[src/rtl/fcmp_pkg.sv]
package fcmp_pkg;
  localparam int WORD_W = 32;
  localparam int EXP_W  = 8;
  localparam int FSR_W  = 32;
  localparam int CC_W   = 2;
  localparam int SEL_W  = 2;

  typedef enum logic [CC_W-1:0] {
    REL_EQ = 2'b00,
    REL_LT = 2'b01,
    REL_GT = 2'b10,
    REL_UN = 2'b11
  } rel_e;

  // Low bit position of each condition field; fixed by the status-word layout.
  function automatic int unsigned cc_lsb(input logic [SEL_W-1:0] sel);
    case (sel)
      2'd0:    return 0;
      2'd1:    return 22;
      2'd2:    return 24;
      default: return 26;
    endcase
  endfunction
endpackage

[src/rtl/fcmp_classify.sv]
module fcmp_classify #(
  parameter int W     = 32,
  parameter int EXP_W = 8
) (
  input  logic [W-1:0] op_i,
  output logic         nan_o,
  output logic         zero_o,
  output logic         sign_o,
  output logic [W-2:0] mag_o
);
  localparam int FRAC_W = W - 1 - EXP_W;

  logic [EXP_W-1:0]  exp_f;
  logic [FRAC_W-1:0] frac_f;

  always_comb begin
    exp_f  = op_i[W-2 -: EXP_W];
    frac_f = op_i[FRAC_W-1:0];
    sign_o = op_i[W-1];
    mag_o  = op_i[W-2:0];
    nan_o  = (&exp_f) && (|frac_f);
    zero_o = ~(|op_i[W-2:0]);
  end
endmodule

[src/rtl/fcmp_order.sv]
module fcmp_order
  import fcmp_pkg::*;
#(
  parameter int W = 32
) (
  input  logic         a_nan_i,
  input  logic         a_zero_i,
  input  logic         a_sign_i,
  input  logic [W-2:0] a_mag_i,
  input  logic         b_nan_i,
  input  logic         b_zero_i,
  input  logic         b_sign_i,
  input  logic [W-2:0] b_mag_i,
  output rel_e         rel_o
);
  logic mag_lt, mag_eq;

  always_comb begin
    mag_lt = a_mag_i < b_mag_i;
    mag_eq = a_mag_i == b_mag_i;
    if (a_nan_i || b_nan_i) begin
      rel_o = REL_UN;
    end else if (a_zero_i && b_zero_i) begin
      rel_o = REL_EQ;
    end else if (a_sign_i != b_sign_i) begin
      rel_o = a_sign_i ? REL_LT : REL_GT;
    end else if (mag_eq && (a_sign_i == b_sign_i)) begin
      rel_o = REL_EQ;
    end else if (a_sign_i) begin
      rel_o = mag_lt ? REL_GT : REL_LT;
    end else begin
      rel_o = mag_lt ? REL_LT : REL_GT;
    end
  end
endmodule

[src/rtl/fcmp_fsr_merge.sv]
module fcmp_fsr_merge
  import fcmp_pkg::*;
#(
  parameter int FW           = 32,
  parameter int INV_TRAP_POS = 10,
  parameter int ACC_POS      = 5
) (
  input  logic [FW-1:0]    fsr_i,
  input  logic [SEL_W-1:0] sel_i,
  input  rel_e             rel_i,
  output logic [FW-1:0]    fsr_o,
  output logic             trap_o
);
  logic [FW-1:0] field_mask, field_code;
  logic          unord;

  always_comb begin
    field_mask = FW'(2'b11) << cc_lsb(sel_i);
    field_code = FW'(rel_i) << cc_lsb(sel_i);
    unord      = (rel_i == REL_UN);
    trap_o     = unord && fsr_i[INV_TRAP_POS];
    fsr_o      = (fsr_i & ~field_mask) | field_code;
    if (unord && !fsr_i[INV_TRAP_POS]) begin
      fsr_o[ACC_POS] = 1'b1;
    end
  end
endmodule

[src/rtl/fcmp_cc_unit.sv]
module fcmp_cc_unit
  import fcmp_pkg::*;
#(
  parameter int INV_TRAP_POS = 10,
  parameter int ACC_POS      = 5
) (
  input  logic              clk,
  input  logic              rst_n,
  input  logic              start_i,
  input  logic [WORD_W-1:0] op_a_i,
  input  logic [WORD_W-1:0] op_b_i,
  input  logic [SEL_W-1:0]  fsel_i,
  input  logic [FSR_W-1:0]  fsr_i,
  output logic [FSR_W-1:0]  fsr_o,
  output logic              done_o,
  output logic              exc_req_o
);
  localparam int NOPS = 2;

  logic [WORD_W-1:0] ops     [NOPS];
  logic              op_nan  [NOPS];
  logic              op_zero [NOPS];
  logic              op_sign [NOPS];
  logic [WORD_W-2:0] op_mag  [NOPS];

  assign ops[0] = op_a_i;
  assign ops[1] = op_b_i;

  for (genvar gi = 0; gi < NOPS; gi++) begin : g_cls
    fcmp_classify #(.W(WORD_W), .EXP_W(EXP_W)) u_cls (
      .op_i   (ops[gi]),
      .nan_o  (op_nan[gi]),
      .zero_o (op_zero[gi]),
      .sign_o (op_sign[gi]),
      .mag_o  (op_mag[gi])
    );
  end

  rel_e rel;

  fcmp_order #(.W(WORD_W)) u_ord (
    .a_nan_i  (op_nan[0]),
    .a_zero_i (op_zero[0]),
    .a_sign_i (op_sign[0]),
    .a_mag_i  (op_mag[0]),
    .b_nan_i  (op_nan[1]),
    .b_zero_i (op_zero[1]),
    .b_sign_i (op_sign[1]),
    .b_mag_i  (op_mag[1]),
    .rel_o    (rel)
  );

  logic [FSR_W-1:0] merged;
  logic             trap;

  fcmp_fsr_merge #(.FW(FSR_W), .INV_TRAP_POS(INV_TRAP_POS), .ACC_POS(ACC_POS)) u_mrg (
    .fsr_i  (fsr_i),
    .sel_i  (fsel_i),
    .rel_i  (rel),
    .fsr_o  (merged),
    .trap_o (trap)
  );

  logic [FSR_W-1:0] fsr_q, fsr_d;
  logic             done_q, done_d, exc_q, exc_d;

  always_comb begin
    fsr_d  = fsr_q;
    done_d = start_i;
    exc_d  = start_i && trap;
    if (start_i) begin
      fsr_d = merged;
    end
  end

  always_ff @(posedge clk or negedge rst_n) begin
    if (!rst_n) begin
      fsr_q  <= '0;
      done_q <= 1'b0;
      exc_q  <= 1'b0;
    end else begin
      fsr_q  <= fsr_d;
      done_q <= done_d;
      exc_q  <= exc_d;
    end
  end

  assign fsr_o     = fsr_q;
  assign done_o    = done_q;
  assign exc_req_o = exc_q;
endmodule

[config.mk]
export PLATFORM = sky130hd
export DESIGN_NAME = fcmp_cc_unit
export DESIGN_NICKNAME = d
export VERILOG_FILES = /design/src/rtl/fcmp_pkg.sv /design/src/rtl/fcmp_classify.sv /design/src/rtl/fcmp_order.sv /design/src/rtl/fcmp_fsr_merge.sv /design/src/rtl/fcmp_cc_unit.sv
export SDC_FILE = /design/constraint.sdc
export NUM_CORES = 1
export LEC_CHECK = 0
export CORE_MARGIN = 10
export CORE_UTILIZATION = 35
export CTS_CLUSTER_SIZE = 20
export DETAILED_ROUTE_END_ITERATION = 12
export PLACE_DENSITY = 0.8
export SLEW_MARGIN = 20
export SYNTH_ARGS = -nofsm -noshare
export SYNTH_HDL_FRONTEND = slang
export SYNTH_SLANG_ARGS = --single-unit
[constraint.sdc]
create_clock -name clk -period 0.8 [get_ports clk]
set_input_delay 0.12 -clock clk [delete_from_list [all_inputs] [get_ports clk]]
set_output_delay 0.12 -clock clk [all_outputs]
set_load 0.02 [all_outputs]
---- Word level (Yosys, flattened, before mapping) ----
Index checks and enable logic that the tools add are counted.
Widths: inputs -> output; s select.
operators by class
  order comparisons ....................... 1
  equality and inequality tests ........... 6
  shift operators ......................... 2
  muxes and demuxes ....................... 10
  bitwise logic cells ..................... 5
  reductions and logical operators ........ 16
operators by type and width
  operator              count
  $reduce_or 31->1      2
  $reduce_or 23->1      2
  $and 32x32->32        1
  $not 32->32           1
  $or 32x32->32         1
  $shl 2x5->32          1
  $shl 2x5->32 const A  1
  $eq 31x31->1          1
  $lt 31x31->1          1
  $mux 2                8
  $reduce_and 8->1      2
  $pmux 5 s3            1
  $logic_and 1x1->1     7
  $eq 2x2->1 const B    2
  $eq 2x1->1 const B    1
  $logic_not 2->1       1
  $not 1->1             2
  $eq 1x1->1            1
  $logic_not 1->1       1
  $logic_or 1x1->1      1
  $mux 1                1
  $ne 1x1->1            1
word-level totals
  bits in registers ....................... 34
  output and inout port bits .............. 34
  logic and storage cells ................. 43

---- Depth between registers and ports, before layout ----
Gate-level depths: netlist (run 1).
  depth after elaboration ................. 10
  depth in mapped cells ................... 9
  gate-level depth less buffers ........... 9

---- Cells and area by module ----
Synthesis (run 1) repeated with hierarchy kept, for this count alone.
unflattened totals
  cells, all modules ...................... 326
  area, all modules ....................... 3143.0 µm²
by module, submodules not included
  module          times used  cells each  area each (µm²)  sequential area each (µm²)
  fcmp_cc_unit    1           71          1397.6           850.8
  fcmp_order      1           121         845.8            0.0
  fcmp_classify   2           48          342.8            0.0
  fcmp_fsr_merge  1           38          214.0            0.0

---- Worst setup path after synthesis (run 1) ----
Ideal clock, no wire load.
  path type ............................... in2reg
  start ................................... input port op_b_i[2]
  end ..................................... register fsr_q[0], in the netlist fsr_o[0]
  library setup time ...................... 0.073 ns
  arrival ................................. 2.075 ns
  required time ........................... 0.727 ns
  path slack .............................. -1.348 ns
  stages .................................. 9
  buffers on the path ..................... 0
  path through ............................ inv_1 > ha_1 > a21oi_1 > a21oi_1 > o31a_1 > o41a_1 > or4_4 > a21bo_2 > a21oi_2
on the way
  word-level cells in the longest chain between the ends .. 9
  elaborated cells between the ends (all ways) .. 18
  those cells by class .................... order compare: 1; eq/ne: 1; shift: 1; mux: 7; bitwise: 2; reduce/logical: 6
ends and longest elaborated chain
  item                       RTL line                            text
  start: declaration         fcmp_cc_unit.sv:11                  input logic [WORD_W-1:0] op_b_i,
  $lt 31x31->1               fcmp_order.sv:19                    mag_lt = a_mag_i < b_mag_i;
  $mux 2 (on tied branches)  fcmp_order.sv:32, fcmp_order.sv:30
  $mux 2                     fcmp_order.sv:29                    end else if (a_sign_i) begin
  $mux 2                     fcmp_order.sv:27                    end else if (mag_eq && (a_sign_i == b_sign_i)) begin
  $mux 2                     fcmp_order.sv:25                    end else if (a_sign_i != b_sign_i) begin
  $mux 2                     fcmp_order.sv:23                    end else if (a_zero_i && b_zero_i) begin
  $mux 2 (*)                 fcmp_order.sv:21                    if (a_nan_i || b_nan_i) begin
  $shl 2x5->32 (*)           fcmp_fsr_merge.sv:19                field_code = FW'(rel_i) << cc_lsb(sel_i);
  $or 32x32->32 (*)          fcmp_fsr_merge.sv:22                fsr_o = (fsr_i & ~field_mask) | field_code;
  end signal: assignment     fcmp_cc_unit.sv:82                  fsr_q <= fsr_d;
  end: declaration           fcmp_cc_unit.sv:64                  logic [FSR_W-1:0] fsr_q, fsr_d;
Every way passes the cells marked *; elsewhere a longest branch is shown, timed or not.
A chain may end at the register's enable or synchronous reset.

---- Final worst setup path (run 1) ----
  start ................................... input port op_a_i[18]
  end ..................................... register fsr_q[22], in the netlist fsr_o[22]
on the way
  word-level cells in the longest chain between the ends .. 9
  elaborated cells between the ends (all ways) .. 18
  those cells by class .................... order compare: 1; eq/ne: 1; shift: 1; mux: 7; bitwise: 2; reduce/logical: 6
ends and longest elaborated chain
  item                       RTL line                            text
  start: declaration         fcmp_cc_unit.sv:10                  input logic [WORD_W-1:0] op_a_i,
  $lt 31x31->1               fcmp_order.sv:19
  $mux 2 (on tied branches)  fcmp_order.sv:32, fcmp_order.sv:30
  $mux 2                     fcmp_order.sv:29
  $mux 2                     fcmp_order.sv:27
  $mux 2                     fcmp_order.sv:25
  $mux 2                     fcmp_order.sv:23
  $mux 2 (*)                 fcmp_order.sv:21
  $shl 2x5->32 (*)           fcmp_fsr_merge.sv:19
  $or 32x32->32 (*)          fcmp_fsr_merge.sv:22
Marks and branches as above.

==> impl_metrics.yaml, run 1 <==
floorplan:
  initial_core_util_pct: 36.2
  coreArea_mm2: 0.00635
  die_y_um: 101
  die_x_um: 101
  die_area_mm2: 0.0102
  io_pins: 135
  row_count: 29
global_routing:
  antenna_found_initial: 0
  grt_pass1_vias: 2849
  grt_remaining_overflow: 0
  track_usage_pct: 17.6
  grt_start_max_net_pins: 31
  grt_pass1_wl_um: 14400
layout:
  fin_nets: 566
  post-route-util_pct: 74.8
  drive_above_1_share_pct: 60.2
  syn_to_final_growth_pct: 107
  diodes: 0
  fillers: 432
  seqCellArea_um2: 880
  multi_input_area_mm2: 0.00183
place:
  dpl_worst_slack_ns: -1.98
  io_buffers: 134
  hpwl_um: 7710
  gp_congestion: 0.881
worst_setup_path:
  reg2reg_to: "fsr_o[28]"
  end_kind: "register"
  start_kind: "input pin"
  crit_family: "compound AO/OA/AOI/OAI gates"
  r2r_start: "fsr_o[28]"
  worstPathMaxFanout: 4
  worst_path_largest_cell_delay_ns: 0.54
  critPathMostFrequentCell: "a21oi_2"
  cp.arrival_ns: 2.27
  r2r_cells: 2
  slowest_stage: "or4_4"
  critPathKind: "input pin to register"
  reg2reg_slack_ns: -0.11
  critPathBufInv: 1
  crit_required_ns: 1.00
  path_cells: "dlygate4sd2_1 -> ha_4 -> a21oi_2 -> o21ai_1 -> a221oi_2 -> nor2_2 -> or4_4 -> a21bo_4 -> a21oi_2"
power_and_ir_drop:
  power_frac_clock_pct: 22.3
  peakVddDrop_mv: 1.21
  internal_power_uw: 3960
  power_density_mw_per_mm2: 1210
  p_comb_share_pct: 42.0
  total_leakage_power_uw: 0.00216
  p_seq_share_pct: 35.7
  p_sw_share_pct: 30.9
  p_sw_uw: 1770
drt:
  routed_wl_um: 9820
  remaining_drc_errors: 0
  wire_per_inst_um: 19.2
  vias: 2667
  drt_pre_antenna_iters: 4
  postRouteAntennaNets: 0
  viasPerCell: 5.21
  drt_iter0_markers: 119
status:
  violations: "setup timing"
  status: "finished, violations left"
sta:
  setup_viol: 47
  fin_crit_ns: 2.07
  worstMarginPinSlew_ns: 0.325
  fmax_ghz: 0.483
  max_slew_margin_pct: 78.1
  rsz0062_at_grt: "true"
  skew_ns: 0
  post-route-period-util_pct: 259
  hold_violations: 0
  drv_slew: 0
  layout_setup_ws_ns: -1.27
cts:
  clk_pin_slew_ns: 0.07
  cts_tree: "done"
  cts_hold_buf: 0
  cts-root-buf: "clkbuf_8"
  clockBufferDepth: 2
  cts_buffers: 5
  clock_sinks: 34
  htree_num_levels: 2
  worstSkewPairLatency_ns: 0.27
synthesis:
  ys_types: 36
  ys_ff_latch: 34
  synth_warnings: 0
  ys_seq_area_share_pct: 37.0
  syn_area_mm2: 0.00230
  synth_edf_count: 0
  ys.flop_type: "dfrtp_1"
  synth_nets: 368
  syn_avg_cell_area_um2: 9.73
  synthCells: 236
  async_flop_share_pct: 100
min_path:
  hold_path_class: "input pin to asynchronous set/reset pin"
flow_run:
  maxCapViolCount: 0
-- metrics by stage --
| stage | power, uW | hold slack (ns) | setup TNS (ns) | instance area [um2] | instances |
|---|---|---|---|---|---|
| after floorplan | 2890 | -0.176 | -10.35 | 2570 | 236 |
| after global routing | 6050 | 0.207 | -17.66 | 4750 | 512 |
| after detailed placement | 4240 | 0.490 | -30.70 | 4330 | 493 |
| final | 5730 | 0.192 | -15.79 | 4750 | 512 |
| after CTS | 5640 | 0.189 | -16.68 | 4600 | 508 |
| after global placement | 4160 | 0.492 | -29.61 | 4330 | 493 |
-- worst max path at each step --
stage                           from         to  slack, ns  depth (start not counted)
final                     op_a_i[18]  fsr_o[22]      -1.27                          9
after floorplan            op_a_i[4]   fsr_o[0]      -1.25                          8
after detailed placement   op_b_i[4]  fsr_o[24]      -1.98                         10
after global routing      op_b_i[30]  fsr_o[26]      -1.36                         12
after global placement     op_b_i[4]   fsr_o[0]      -1.88                         10
after CTS                  op_b_i[4]  fsr_o[22]      -1.35                         10
-- final cells by class --
type,instances,share of cell area (%)
multi-input combinational,164,38.5
timing repair buffer,195,36.2
sequential,34,18.5
inverter,34,2.90
tap,77,2.03
clock buffer,7,1.82
clock inverter,1,0.105
-- worst register-to-register path: cells and delay by family (launching register included) --
family / cells / cell delay (ns)
flops: 1 / 0.42
mux: 1 / 0.26
buf+inv: 1 / 0.12
-- placed cells by master (no fill, tap or decap), types with 4 or more instances in the layout --
| cell | count |
|---|---|
| a21oi_1 | 7 |
| a21oi_2 | 11 |
| buf_2 | 10 |
| buf_4 | 56 |
| buf_6 | 42 |
| clkbuf_2 | 21 |
| clkbuf_8 | 6 |
| clkdlybuf4s15_1 | 7 |
| clkdlybuf4s50_1 | 37 |
| dfrtp_1 | 11 |
| dfrtp_2 | 23 |
| dlygate4sd2_1 | 15 |
| dlymetal6s2s_1 | 5 |
| ha_1 | 8 |
| ha_4 | 21 |
| inv_1 | 15 |
| inv_2 | 15 |
| inv_4 | 4 |
| mux2_2 | 15 |
| mux2_4 | 8 |
| nand2_1 | 8 |
| nand3_1 | 6 |
| nand4_1 | 12 |
| nor2_1 | 5 |
| nor3_1 | 4 |
| nor4_1 | 7 |
| nor4_4 | 7 |
| o22ai_1 | 8 |
-- cells in the mapped netlist (2+ instances only) --
master | instances | share of area, %
nand2_1 | 9 | 1.5
nor4_1 | 14 | 3.8
nand2b_1 | 2 | 0.54
and3_1 | 2 | 0.54
o21ai_0 | 3 | 0.65
nand4_1 | 12 | 3.3
a21o_1 | 2 | 0.65
o22ai_1 | 8 | 2.2
mux2_2 | 23 | 11
ha_1 | 31 | 17
nand3_1 | 6 | 1.3
inv_1 | 34 | 5.6
nor3_1 | 5 | 1.1
dfrtp_1 | 34 | 37
a21oi_1 | 18 | 3.9
nor2_1 | 9 | 1.5
clkbuf_1 | 4 | 0.65
or2_2 | 2 | 0.54
-- routing by layer --
metal | vias to the layer above | GRT usage [%] | share of wire (%)
met3 | 11 | 4.25 | 6.6
met5 | - | 0 | 0
met1 | 1300 | 18.0 | 34
met4 | 0 | 3.32 | 1.6
met2 | 82 | 34.8 | 58
li1 | 1274 | - | -
-- sequential cells by signal (all words and copies together) (netlist names) --
name / count
fsr_o: 32
done_o: 1
exc_req_o: 1
-- kinds of logic after synthesis --
family	count (synthesis)	synth area share, %
compound gates	43	12.3
xor+xnor	1	0.381
fa+ha+maj	31	16.9
buf+inv	38	6.21
flops	34	37.0
mux	23	11.3
simple gates	66	16.0
-- power groups by stage --
| stage | combinational [uW] | clock, uW | sequential, uW |
|---|---|---|---|
| finish | 2410 | 1280 | 2050 |
| detailed placement | 2200 | 0 | 2040 |
| floorplan | 641 | 0 | 2250 |
| CTS | 2280 | 1320 | 2040 |
| global placement | 2140 | 0 | 2020 |
| global route | 2570 | 1400 | 2070 |
-- repair_timing --
action / CTS / global route
gates resized for setup: 330 / 102
setup endpoints to repair: 45 / 54
setup buffers: 7 / 4
pin swaps: 37 / 37
Power figures use the tool's default switching activity.
==> inputs of run 2 (changes only) <==
- PLACE_DENSITY: 0.8 -> 0.72
- RECOVER_POWER: unset -> 50
- clock period: 0.8 -> 2.4 ns (I/O delays scaled with it)
==> run 2 against run 1 <==
  * The flow now finishes without violations
  * Via count decreased by 5.0%
  * Combinational power decreased by 70%
  * Critical path depth decreased by 2
  * Clock-buffer cell count increased by 1
  * Routed wire length decreased by 6.4%
  * Cell count decreased by 3.9%
  * Clock skew unchanged
  * Global-route usage decreased by 0.45 points
  * Flip-flop and latch count unchanged
  * Non-clock buffer count decreased by 20
  * First-iteration DRC count decreased by 27%
  * Core utilization decreased by 5.8 points
==> impl_metrics.yaml, run 2 (same netlist as run 1, synthesis figures left out) <==
global_routing:
  grt_pass1_wl_um: 14000
  grt_pass1_vias: 2726
  antenna_found_initial: 0
  grt_remaining_overflow: 0
  track_usage_pct: 17.1
  grt_start_max_net_pins: 35
floorplan:
  die_x_um: 101
  io_pins: 135
  row_count: 29
  initial_core_util_pct: 36.2
  die_y_um: 101
  coreArea_mm2: 0.00635
  die_area_mm2: 0.0102
cts:
  htree_num_levels: 2
  clk_pin_slew_ns: 0.07
  clock_sinks: 34
  cts_hold_buf: 0
  clockBufferDepth: 2
  cts_buffers: 5
  cts-root-buf: "clkbuf_8"
  worstSkewPairLatency_ns: 0.28
  cts_tree: "done"
layout:
  layout_common_cells: "clkdlybuf4s50_1, buf_4, dfrtp_1"
  final_common_cell: "clkdlybuf4s50_1"
  syn_to_final_growth_pct: 91.0
  fillers: 507
  drive_above_1_share_pct: 33.3
  fin_nets: 546
  seqCellArea_um2: 851
  fin_area_mm2: 0.00439
  diodes: 0
  multi_input_area_mm2: 0.00163
  largest_reg_flops: 32
  final_cells: 492
sta:
  drv_slew: 0
  fin_crit_ns: 2.37
  skew_ns: 0
  hold_violations: 0
  fmax_ghz: 0.422
  setup_viol: 0
  max_slew_margin_pct: 25.4
  hold_slack_ns: 0.504
  worstMarginPinSlew_ns: 1.12
  post-route-period-util_pct: 98.7
drt:
  viasPerCell: 5.15
  postRouteAntennaNets: 0
  routed_wl_um: 9190
  remaining_drc_errors: 0
  drt_pre_antenna_iters: 5
  wire_per_inst_um: 18.7
  vias: 2533
  drt_iter0_markers: 87
power_and_ir_drop:
  p_sw_share_pct: 29.3
  internal_power_uw: 1320
  power_density_mw_per_mm2: 427
  p_comb_share_pct: 38.6
  peakVddDrop_mv: 0.462
  p_sw_uw: 550
  total_leakage_power_uw: 0.00198
  p_seq_share_pct: 35.3
  power_frac_clock_pct: 26.1
worst_setup_path:
  end_kind: "register"
  crit_required_ns: 2.61
  worstPathMaxFanout: 4
  start_kind: "input pin"
  cp.arrival_ns: 2.58
  critPathKind: "input pin to register"
place:
  gp_congestion: 0.886
  dp.cells: 480
  io_buffers: 134
  dpl_cell_area_mm2: 0.00400
  hpwl_um: 7280
status:
  status: "completed"
flow_run:
  maxCapViolCount: 0
min_path:
  hold_path_class: "register to register"
[run 2: cell types whose count changed in the layout (fill, tap and decap cells not counted), sizes merged]
cell	before	now
clkinv	1	0
clkdlybuf4s15	7	5
dlymetal6s2s	5	7
clkbuf	28	19
dlygate4sd2	15	27
clkdlybuf4s50	37	82
dlygate4sd3	0	2
buf	110	41
[run 2: timing repair]
item                                    CTS  global route
endpoints found under the setup margin    8             8
pin swaps                                29            22
gates resized for setup                  91            46
buffers inserted                          3             1
[run 2: area by class of cell]
| class | instances | share of cell area [%] |
|---|---|---|
| Clock buffer | 8 | 2.51 |
| Multi-Input combinational cell | 164 | 37.1 |
| Sequential cell | 34 | 19.4 |
| Tap cell | 77 | 2.20 |
| Inverter | 34 | 2.91 |
| Timing Repair Buffer | 175 | 35.9 |
[run 2: worst max-delay path: stages]
cell	delay, ns
clkdlybuf4s50_1	0.53
ha_4	0.22
and4_4	0.17
a221o_1	0.36
or4_4	0.57
a21bo_4	0.26
a21oi_2	0.11
[run 2: power groups by stage]
stage          Combinational (uW)  Clock (uW)  Sequential (uW)
2_1_floorplan                 180           0              743
3_3_place_gp                  654           0              668
3_5_place_dp                  667           0              671
4_1_cts                       693         500              662
5_1_grt                       787         527              669
6_report                      724         488              662
[run 2: worst paths after layout]
kind | from | endpoint | slack, ns | depth (start not counted)
min in group asynchronous | rst_n | fsr_o[4] | 0.72 | 2
max reg2reg | fsr_o[8] | fsr_o[8] | 1.58 | 1
min reg2reg | fsr_o[29] | fsr_o[29] | 0.50 | 1
max | op_a_i[28] | fsr_o[0] | 0.03 | 7
max in group asynchronous | rst_n | fsr_o[21] | 1.15 | 2
min | fsr_o[29] | fsr_o[29] | 0.50 | 1
[run 2: metrics by stage]
| stage | worst slack (ns) | setup TNS (ns) | utilization [%] | power (uW) |
|---|---|---|---|---|
| 3_5_place_dp | -0.628 | -4.63 | 63.0 | 1340 |
| 5_1_grt | -0.0126 | -0.0176 | 69.1 | 1980 |
| 4_1_cts | 0.00208 | 0 | 67.3 | 1850 |
| 2_1_floorplan | 0.0119 | 0 | - | 922 |
| 6_report | 0.0309 | 0 | 69.1 | 1870 |
| 3_3_place_gp | -0.559 | -4.28 | 63.0 | 1320 |
[run 2: per-layer routing]
metal / GRT usage (%) / part of all wire, % / wire length (um)
met1: 18.9 / 38 / 3460
met2: 31.3 / 54 / 4990
met3: 4.66 / 5.9 / 540
met4: 4.50 / 2.2 / 200
met5: 0 / 0 / 0
==> inputs of run 3 (changes only) <==
- CTS_CLUSTER_DIAMETER: unset -> 40
==> results of run 3 <==
Same layout as run 2: the final DEF is identical, and so are final timing and power.
